<file path="config.mk">
export PLATFORM = sky130hd
export DESIGN_NAME = chirp_phase_gen
export DESIGN_NICKNAME = d
export VERILOG_FILES = /design/src/rtl/chirp_pkg.sv /design/src/rtl/chirp_ctrl.sv /design/src/rtl/chirp_accum.sv /design/src/rtl/chirp_phase_gen.sv
export SDC_FILE = /design/constraint.sdc
export NUM_CORES = 1
export LEC_CHECK = 0
export ABC_AREA = 1
export BUFFER_PORTS_ARGS = -buffer_cell sky130_fd_sc_hd__buf_2
export CAP_MARGIN = 15
export CORE_ASPECT_RATIO = 1.25
export CORE_MARGIN = 4
export CORE_UTILIZATION = 60
export DETAILED_ROUTE_END_ITERATION = 6
export PLACE_DENSITY = 0.86
export SLEW_MARGIN = 0
export SYNTH_ARGS = -nofsm -noshare
export SYNTH_HDL_FRONTEND = slang
export SYNTH_SLANG_ARGS = --single-unit
</file>
<file path="constraint.sdc">
create_clock -name clk -period 3.95 [get_ports clk]
set_input_delay 0.1975 -clock clk [delete_from_list [all_inputs] [get_ports clk]]
set_output_delay 0.1975 -clock clk [all_outputs]
set_load 0.03 [all_outputs]
</file>
<file path="src/rtl/chirp_pkg.sv">
package chirp_pkg;

    // Sequencer states: waiting for enable, or sweeping.
    typedef enum logic [0:0] {
        ST_IDLE = 1'b0,
        ST_RUN  = 1'b1
    } chirp_state_e;

endpackage

</file>
<file path="src/rtl/chirp_ctrl.sv">
module chirp_ctrl
    import chirp_pkg::*;
(
    input  logic clk,
    input  logic rst,
    input  logic gen_en,
    input  logic samp_stb,
    output logic load_o,
    output logic step_o,
    output logic valid_o
);

    chirp_state_e state_q;
    chirp_state_e state_d;

    // State register
    always_ff @(posedge clk) begin
        if (rst) begin
            state_q <= ST_IDLE;
        end else begin
            state_q <= state_d;
        end
    end

    // Next state: IDLE->RUN on enable, RUN->IDLE when enable drops
    always_comb begin
        state_d = state_q;
        unique case (state_q)
            ST_IDLE: if (gen_en)  state_d = ST_RUN;
            ST_RUN:  if (!gen_en) state_d = ST_IDLE;
            default: state_d = ST_IDLE;
        endcase
    end

    // Outputs decoded from the current state
    always_comb begin
        load_o = 1'b0;
        step_o = 1'b0;
        unique case (state_q)
            ST_IDLE: load_o = gen_en;
            ST_RUN:  step_o = gen_en & samp_stb;
            default: begin
                load_o = 1'b0;
                step_o = 1'b0;
            end
        endcase
    end

    // Valid follows a stepping edge by one cycle
    always_ff @(posedge clk) begin
        if (rst) begin
            valid_o <= 1'b0;
        end else begin
            valid_o <= step_o;
        end
    end

endmodule

</file>
<file path="src/rtl/chirp_accum.sv">
module chirp_accum #(
    parameter int W = 32
) (
    input  logic         clk,
    input  logic         rst,
    input  logic         load,
    input  logic [W-1:0] load_val,
    input  logic         step,
    input  logic [W-1:0] addend,
    output logic [W-1:0] acc
);

    // Wraps modulo 2^W; the carry out is dropped on purpose.
    always_ff @(posedge clk) begin
        if (rst) begin
            acc <= '0;
        end else if (load) begin
            acc <= load_val;
        end else if (step) begin
            acc <= acc + addend;
        end
    end

endmodule

</file>
<file path="src/rtl/chirp_phase_gen.sv">
module chirp_phase_gen #(
    parameter int ACC_W = 32,
    parameter int AMP_W = 16
) (
    input  logic             clk,
    input  logic             rst,
    input  logic             gen_en,
    input  logic             samp_stb,
    input  logic [ACC_W-1:0] start_word,
    input  logic [ACC_W-1:0] incr_word,
    input  logic [AMP_W-1:0] amp_in,
    output logic [ACC_W-1:0] phase_out,
    output logic [ACC_W-1:0] freq_out,
    output logic [AMP_W-1:0] amp_out,
    output logic             out_valid
);

    localparam logic [ACC_W-1:0] PHASE_ORIGIN = '0;

    logic load;
    logic step;

    chirp_ctrl u_ctrl (
        .clk      (clk),
        .rst      (rst),
        .gen_en   (gen_en),
        .samp_stb (samp_stb),
        .load_o   (load),
        .step_o   (step),
        .valid_o  (out_valid)
    );

    // Frequency word: loads the start word, steps by the increment
    chirp_accum #(.W(ACC_W)) u_freq (
        .clk      (clk),
        .rst      (rst),
        .load     (load),
        .load_val (start_word),
        .step     (step),
        .addend   (incr_word),
        .acc      (freq_out)
    );

    // Phase: clears to zero, steps by the pre-update frequency word
    chirp_accum #(.W(ACC_W)) u_phase (
        .clk      (clk),
        .rst      (rst),
        .load     (load),
        .load_val (PHASE_ORIGIN),
        .step     (step),
        .addend   (freq_out),
        .acc      (phase_out)
    );

    // Amplitude travels alongside the phase
    always_ff @(posedge clk) begin
        if (rst) begin
            amp_out <= '0;
        end else if (load || step) begin
            amp_out <= amp_in;
        end
    end

endmodule

</file>
# [Word-level counts from Yosys, hierarchy flattened]
# Index checks and enable logic that the tools add are counted.
[totals] register_bits=82 input_bits=84 out_inout_bits=81 elab_cells=16
[op_classes] n_addsub=2 muxes=5 n_bitwise=1 reduce_logical=3
[ops] cell="32-bit adder" n=2
[ops] cell="32-bit 2-to-1 mux" n=2
[ops] cell="1-bit 2-to-1 mux" n=3
[ops] cell="2-bit nonzero test" n=1
[ops] cell="2-bit OR reduction" n=1
[ops] cell="1-bit bitwise AND" n=1
[ops] cell="1-bit logical OR" n=1

# [Longest topological paths before layout]
[depth] ltp_word=4 mapped_depth=14 depth_no_buf=14

# [Cells and area by module]
# From an unflattened synthesis, not the netlist that was laid out.
[hier_totals] hier_cells=1388 hier_area_um2=8032.7
[modules_own_cells] mod="chirp_accum (u_phase)" instances=1 cells_per_inst=636 area_each_um2=3687.3 seq_area_each_um2=640.6
[modules_own_cells] mod="chirp_accum (u_freq)" instances=1 cells_per_inst=639 area_each_um2=3594.7 seq_area_each_um2=640.6
[modules_own_cells] mod="chirp_phase_gen" instances=1 cells_per_inst=103 area_each_um2=680.7 seq_area_each_um2=320.3
[modules_own_cells] mod="chirp_ctrl" instances=1 cells_per_inst=10 area_each_um2=70.1 seq_area_each_um2=40.0

# [Worst setup path after synthesis]
# Ideal clock, no wire load.
[synth_timing] kind="flip-flop to flip-flop" startpoint="register u_phase.acc[0]" endpoint="register u_phase.acc[30]" setup_ns=0.109 arrival_ns=1.848 required_time_ns=3.841 path_slack_ns=1.993 path_stages_with_launch=15 n_path_buf=0 path_cell_list="dfxtp_1 ha_1 fa_1 nand3_2 nand2_2 nand2_2 nand2_4 nand3_2 nand2_2 nand2_2 nand2_1 nand2_1 nand3_1 nand2_1 inv_1"
[synth_via] elab_chain_cells=1
[synth_lines] item="start, declared" line="chirp_accum.sv:10" rtl="output logic [W-1:0] acc"
[synth_lines] item="start signal, assigned" line="chirp_accum.sv:18" rtl="acc <= load_val;"
[synth_lines] item="start signal, assigned" line="chirp_accum.sv:20" rtl="acc <= acc + addend;"
[synth_lines] item="32-bit adder" line="chirp_accum.sv:20"
# Every way passes these cells.
# A chain may end at the register's enable or synchronous reset.

# [Worst setup path after layout]
[layout_timing] startpoint="register u_freq.acc[12]" endpoint="register u_phase.acc[21]"
[layout_via] elab_chain_cells=1
[layout_lines] item="start, declared" line="chirp_accum.sv:10"
[layout_lines] item="start signal, assigned" line="chirp_accum.sv:18"
[layout_lines] item="start signal, assigned" line="chirp_accum.sv:20"
[layout_lines] item="32-bit adder" line="chirp_accum.sv:20"
# Every way passes these cells.

==> out/results.env <==
CRITICAL_PATH.ENDPOINT_TYPE='register'
DETAILEDPLACEMENTHPWL_UM=20100
CLK-INSERTION-DELAY-LATE_NS=0.35
IR_WORST_VDD_V=0.000221
HTREE_NUM_LEVELS=3
MAXCAPVIOLCOUNT=0
DPL.CELL_COUNT=1672
COUNT_OF_UNRESOLVED_DRC_VIOLATIONS_AFTER_ROUTING=1
SLEW-LIMIT-HEADROOM_PCT=63.9
CELLS_AFTER_SYNTH=1364
TRITONCTS='yes'
CRITICAL_PATH_REQUIRED_NS=4.20
CP_SLOWEST_CELL='sky130_fd_sc_hd__dfxtp_1'
SYN_AREA_UM2=7910
CLKTRANSATPATHREGS_NS=0.07
GRT_PASS1_VIAS=8336
CTS.SINKS=82
PLACE_WORST_SETUP_SLACK_NS=1.90
START_UTIL_PCT=61.9
STARTPOINT_TYPE='register'
CRIT_PATH_MAX_INCR_DELAY_NS=0.47
RESIDUAL_ANTENNA_VIOLATING_NET_COUNT_AFTER_DETAILED_ROUTING=0
CTS_SETUP_BUFFERS=0
SYNTH_FP_NETS=1512
CTS_RESIZED=0
FLOORPLAN.IO_PINS=165
ROUTED-VIA-COUNT=9054
DESIGN.CORE.AREA_UM2=12800
FIN_WORST_SKEW_NS=0.00592
SYNTH_AREA_LEADER_CELL='sky130_fd_sc_hd__nand2_1'
SYNTH_TOP_AREA_SHARE_PCT=21.3
WORST-SLEW-PIN-TRANSITION_NS=0.542
SYNTH_WARNINGS=0
TIMING.HOLD.WS_NS=0.0481
ROUTED_WL_UM=24800
POWER.SHARE.SWITCHING_PCT=38.9
RSZ0062_AT_GRT='no'
FINAL_CRITICAL_PATH_SETUP_SLACK_NS=1.83
AREA_GROWTH_SYN_TO_LAYOUT_PCT=16.0
INTERNAL-POWER_W=0.00172
AVGSYNTHCELLAREA_UM2=5.80
HOLD_PATH_CLASS='primary input to register'
POWER.COMBINATIONAL.FRACTION_PCT=34.8
DETAIL_ROUTE.ITER0.VIOLATIONS=715
MAXIMUM_NUMBER_OF_PINS_ON_ONE_NET_BEFORE_GLOBAL_ROUTE_REPAIR=51
YS_SEQ_ELEMENTS=82
DIE-HEIGHT_UM=136
WORSTSETUPPATHTYPE='register to register'
CTSLONGESTPATHBUFFERS=2
CP_MAX_FO=5
FAILED_CHECKS='DRC'
GR-USAGE-MET3_PCT=3.92
AVGVIACOUNTPERCELL=5.36
REPORT.FINAL.HOLD_VIOL_COUNT=0
MAX_FREQ_MHz=473
ANTENNA_CELLS=0
CP_COMMON_CELL='sky130_fd_sc_hd__nand2_1'
TIMING.FINAL.SETUP_VIOLATIONS=0
GRT_UTIL_MET2_PCT=57.2
SYNTH.YOSYS.SEQ_AREA_SHARE_PCT=20.8
PORT_BUFFERS=164
SETUP_TOTAL_NEGATIVE_SLACK_NS=0
GLOBAL_ROUTE_WIRE_LENGTH_BEFORE_REPAIR_UM=39500
CORE.ROWCOUNT=46
CLK_ROOT_BUFFER_CELL='sky130_fd_sc_hd__clkbuf_16'
POST-ROUTE-PERIOD-UTIL_PCT=53.6
FINAL_LAYOUT_SIZE_SUFFIX_GT1_SHARE_PCT=15.6
HOLDBUFCOUNTCTS=0
FIRSTDRTPASSITERS=7
NETS=1664
DIEAREA_UM2=15100
SYNTH_AREA_LEADERS='sky130_fd_sc_hd__nand2_1, sky130_fd_sc_hd__dfxtp_1, sky130_fd_sc_hd__inv_1'
P_LEAK_nW=5.59
CLOCKPOWERSHARE_PCT=31.2
GRT_BUSIEST_LAYER='met2'
PLACE.GP.CONGESTION=0.978
CRITICAL_PATH.CELL_CHAIN='ha_1, nand2_1, nand2_1, o21bai_1, a21oi_1, nand2_2, nand2_1, nand2_1, nand2_1, nand3_1, nand2_1, inv_1'
POWER_SWITCHING_W=0.00110
STATUS='finished, violations left'
ARRIVAL_NS=2.37
ANTENNA_FOUND_INITIAL=0
FINAL_PERIOD_MINUS_WORST_SETUP_SLACK_NS=2.12
GRT-OVFL-TOTAL=0
NUMCTSBUFFERS=9
SEQ_POWER_SHARE_PCT=34.0
FINAL.FILL_COUNT=1160
SYNTH.LIB_CELLS_USED.DISTINCT=35
DIE_W_UM=111
FINALNONFILLERCELLS=1689
GRT.TOTAL_USAGE_PCT=32.0
WIRE_PER_INST_UM=14.7
GRT_UTIL_MET1_PCT=39.1
FINALMAXSLEWVIOLATIONS=0
PWR_CELL_AREA_nW_PER_UM2=308
[layer usage]
metal,share of wire [%],wire (um),vias up
met3,8.2,2030,64
met1,39,9760,4034
li1,-,-,4568
met5,0,0,-
met4,3.3,809,0
met2,49,12300,388
[cell type report]
type	instances	area, um^2	area share [%]
flip-flops and latches	82	1640	17.9
well taps	168	210	2.29
repair buffers	171	893	9.74
clock inverters	5	60.1	0.655
multi-input cells	1003	5190	56.6
clock buffers	11	243	2.65
inverters	249	935	10.2
[per-stage QoR]
step	utilization, %	power [W]	area [um^2]
global route	71.8	0.00297	9170
CTS	71.6	0.00280	9140
floorplan	-	0.00165	7910
finish	71.8	0.00282	9170
global placement	69.2	0.00193	8840
detailed placement	69.2	0.00194	8840
[sequential cells by signal (all words and copies together) (netlist names)]
register,flops
u_ctrl.state_q,1
u_freq.acc,32
amp_out,16
u_ctrl.valid_o,1
u_phase.acc,32
[critical path: cells and delay by family, from the launching register on]
family / cells / cell delay, ns
AOI/OAI and AO/OA: 2 / 0.45
adders and majority gates: 1 / 0.36
buffers and inverters: 1 / 0.04
DFF: 1 / 0.47
and+or+nand+nor: 8 / 0.71
[cells by family after synthesis]
group                    share of synthesized area, %
adder cells (fa/ha/maj)                          10.3
XOR/XNOR                                         3.10
flip-flops                                       20.8
AND/OR/NAND/NOR                                  37.6
buffers and inverters                            13.6
AO/OA/AOI/OAI                                    14.5
[Yosys cell counts, drive strengths merged]
master and instances:
nor3 11, dfxtp 82, ha 62, nor4 2, o211ai 4, and2 1, inv 249, nor2 119
o21a 14, nand3 86, a31o 1, a31oi 4, o21ai 79, xnor2 7, clkbuf 18, buf 12
a21oi 75, nand2 476, nand3b 6, a21o 2, fa 2, o21bai 23, xor2 21, nand4 8
[cell usage in the layout (no fill, tap or decap), types with 2 or more instances in the layout]
cell type	synthesis	final
sky130_fd_sc_hd__a21o_1	2	2
sky130_fd_sc_hd__a21oi_1	69	69
sky130_fd_sc_hd__a21oi_2	6	6
sky130_fd_sc_hd__a31oi_1	4	4
sky130_fd_sc_hd__buf_2	7	164
sky130_fd_sc_hd__buf_4	4	6
sky130_fd_sc_hd__clkbuf_16	0	9
sky130_fd_sc_hd__dfxtp_1	82	82
sky130_fd_sc_hd__fa_1	2	2
sky130_fd_sc_hd__ha_1	62	62
sky130_fd_sc_hd__inv_1	246	246
sky130_fd_sc_hd__inv_2	3	3
sky130_fd_sc_hd__inv_6	0	2
sky130_fd_sc_hd__nand2_1	449	449
sky130_fd_sc_hd__nand2_2	26	26
sky130_fd_sc_hd__nand3_1	76	76
sky130_fd_sc_hd__nand3_2	10	10
sky130_fd_sc_hd__nand3b_1	6	6
sky130_fd_sc_hd__nand4_1	8	8
sky130_fd_sc_hd__nor2_1	115	115
sky130_fd_sc_hd__nor2_2	4	4
sky130_fd_sc_hd__nor3_1	10	10
sky130_fd_sc_hd__o211ai_1	4	4
sky130_fd_sc_hd__o21a_1	14	14
sky130_fd_sc_hd__o21ai_0	76	76
sky130_fd_sc_hd__o21ai_1	3	3
sky130_fd_sc_hd__o21bai_1	23	23
sky130_fd_sc_hd__xnor2_1	7	7
sky130_fd_sc_hd__xor2_1	21	21
[power by group through the flow]
stage / Sequential (W) / Clock [W] / Combinational, W
floorplan: 0.00105 / 0 / 0.000603
global placement: 0.000973 / 0 / 0.000952
finish: 0.000960 / 0.000881 / 0.000983
global route: 0.000965 / 0.000912 / 0.00109
detailed placement: 0.000975 / 0 / 0.000964
CTS: 0.000956 / 0.000877 / 0.000969
[worst paths after layout]
check                                    start              end  slack [ns]  cells after the start
worst max-delay path            u_freq.acc[12]  u_phase.acc[21]        1.83                     12
worst min-delay path                       rst   u_ctrl.state_q        0.05                      2
worst max register to register  u_freq.acc[12]  u_phase.acc[21]        1.83                     12
worst min register to register     amp_out[10]      amp_out[10]        0.48                      2
No activity file was read; power rests on OpenSTA's default activity.
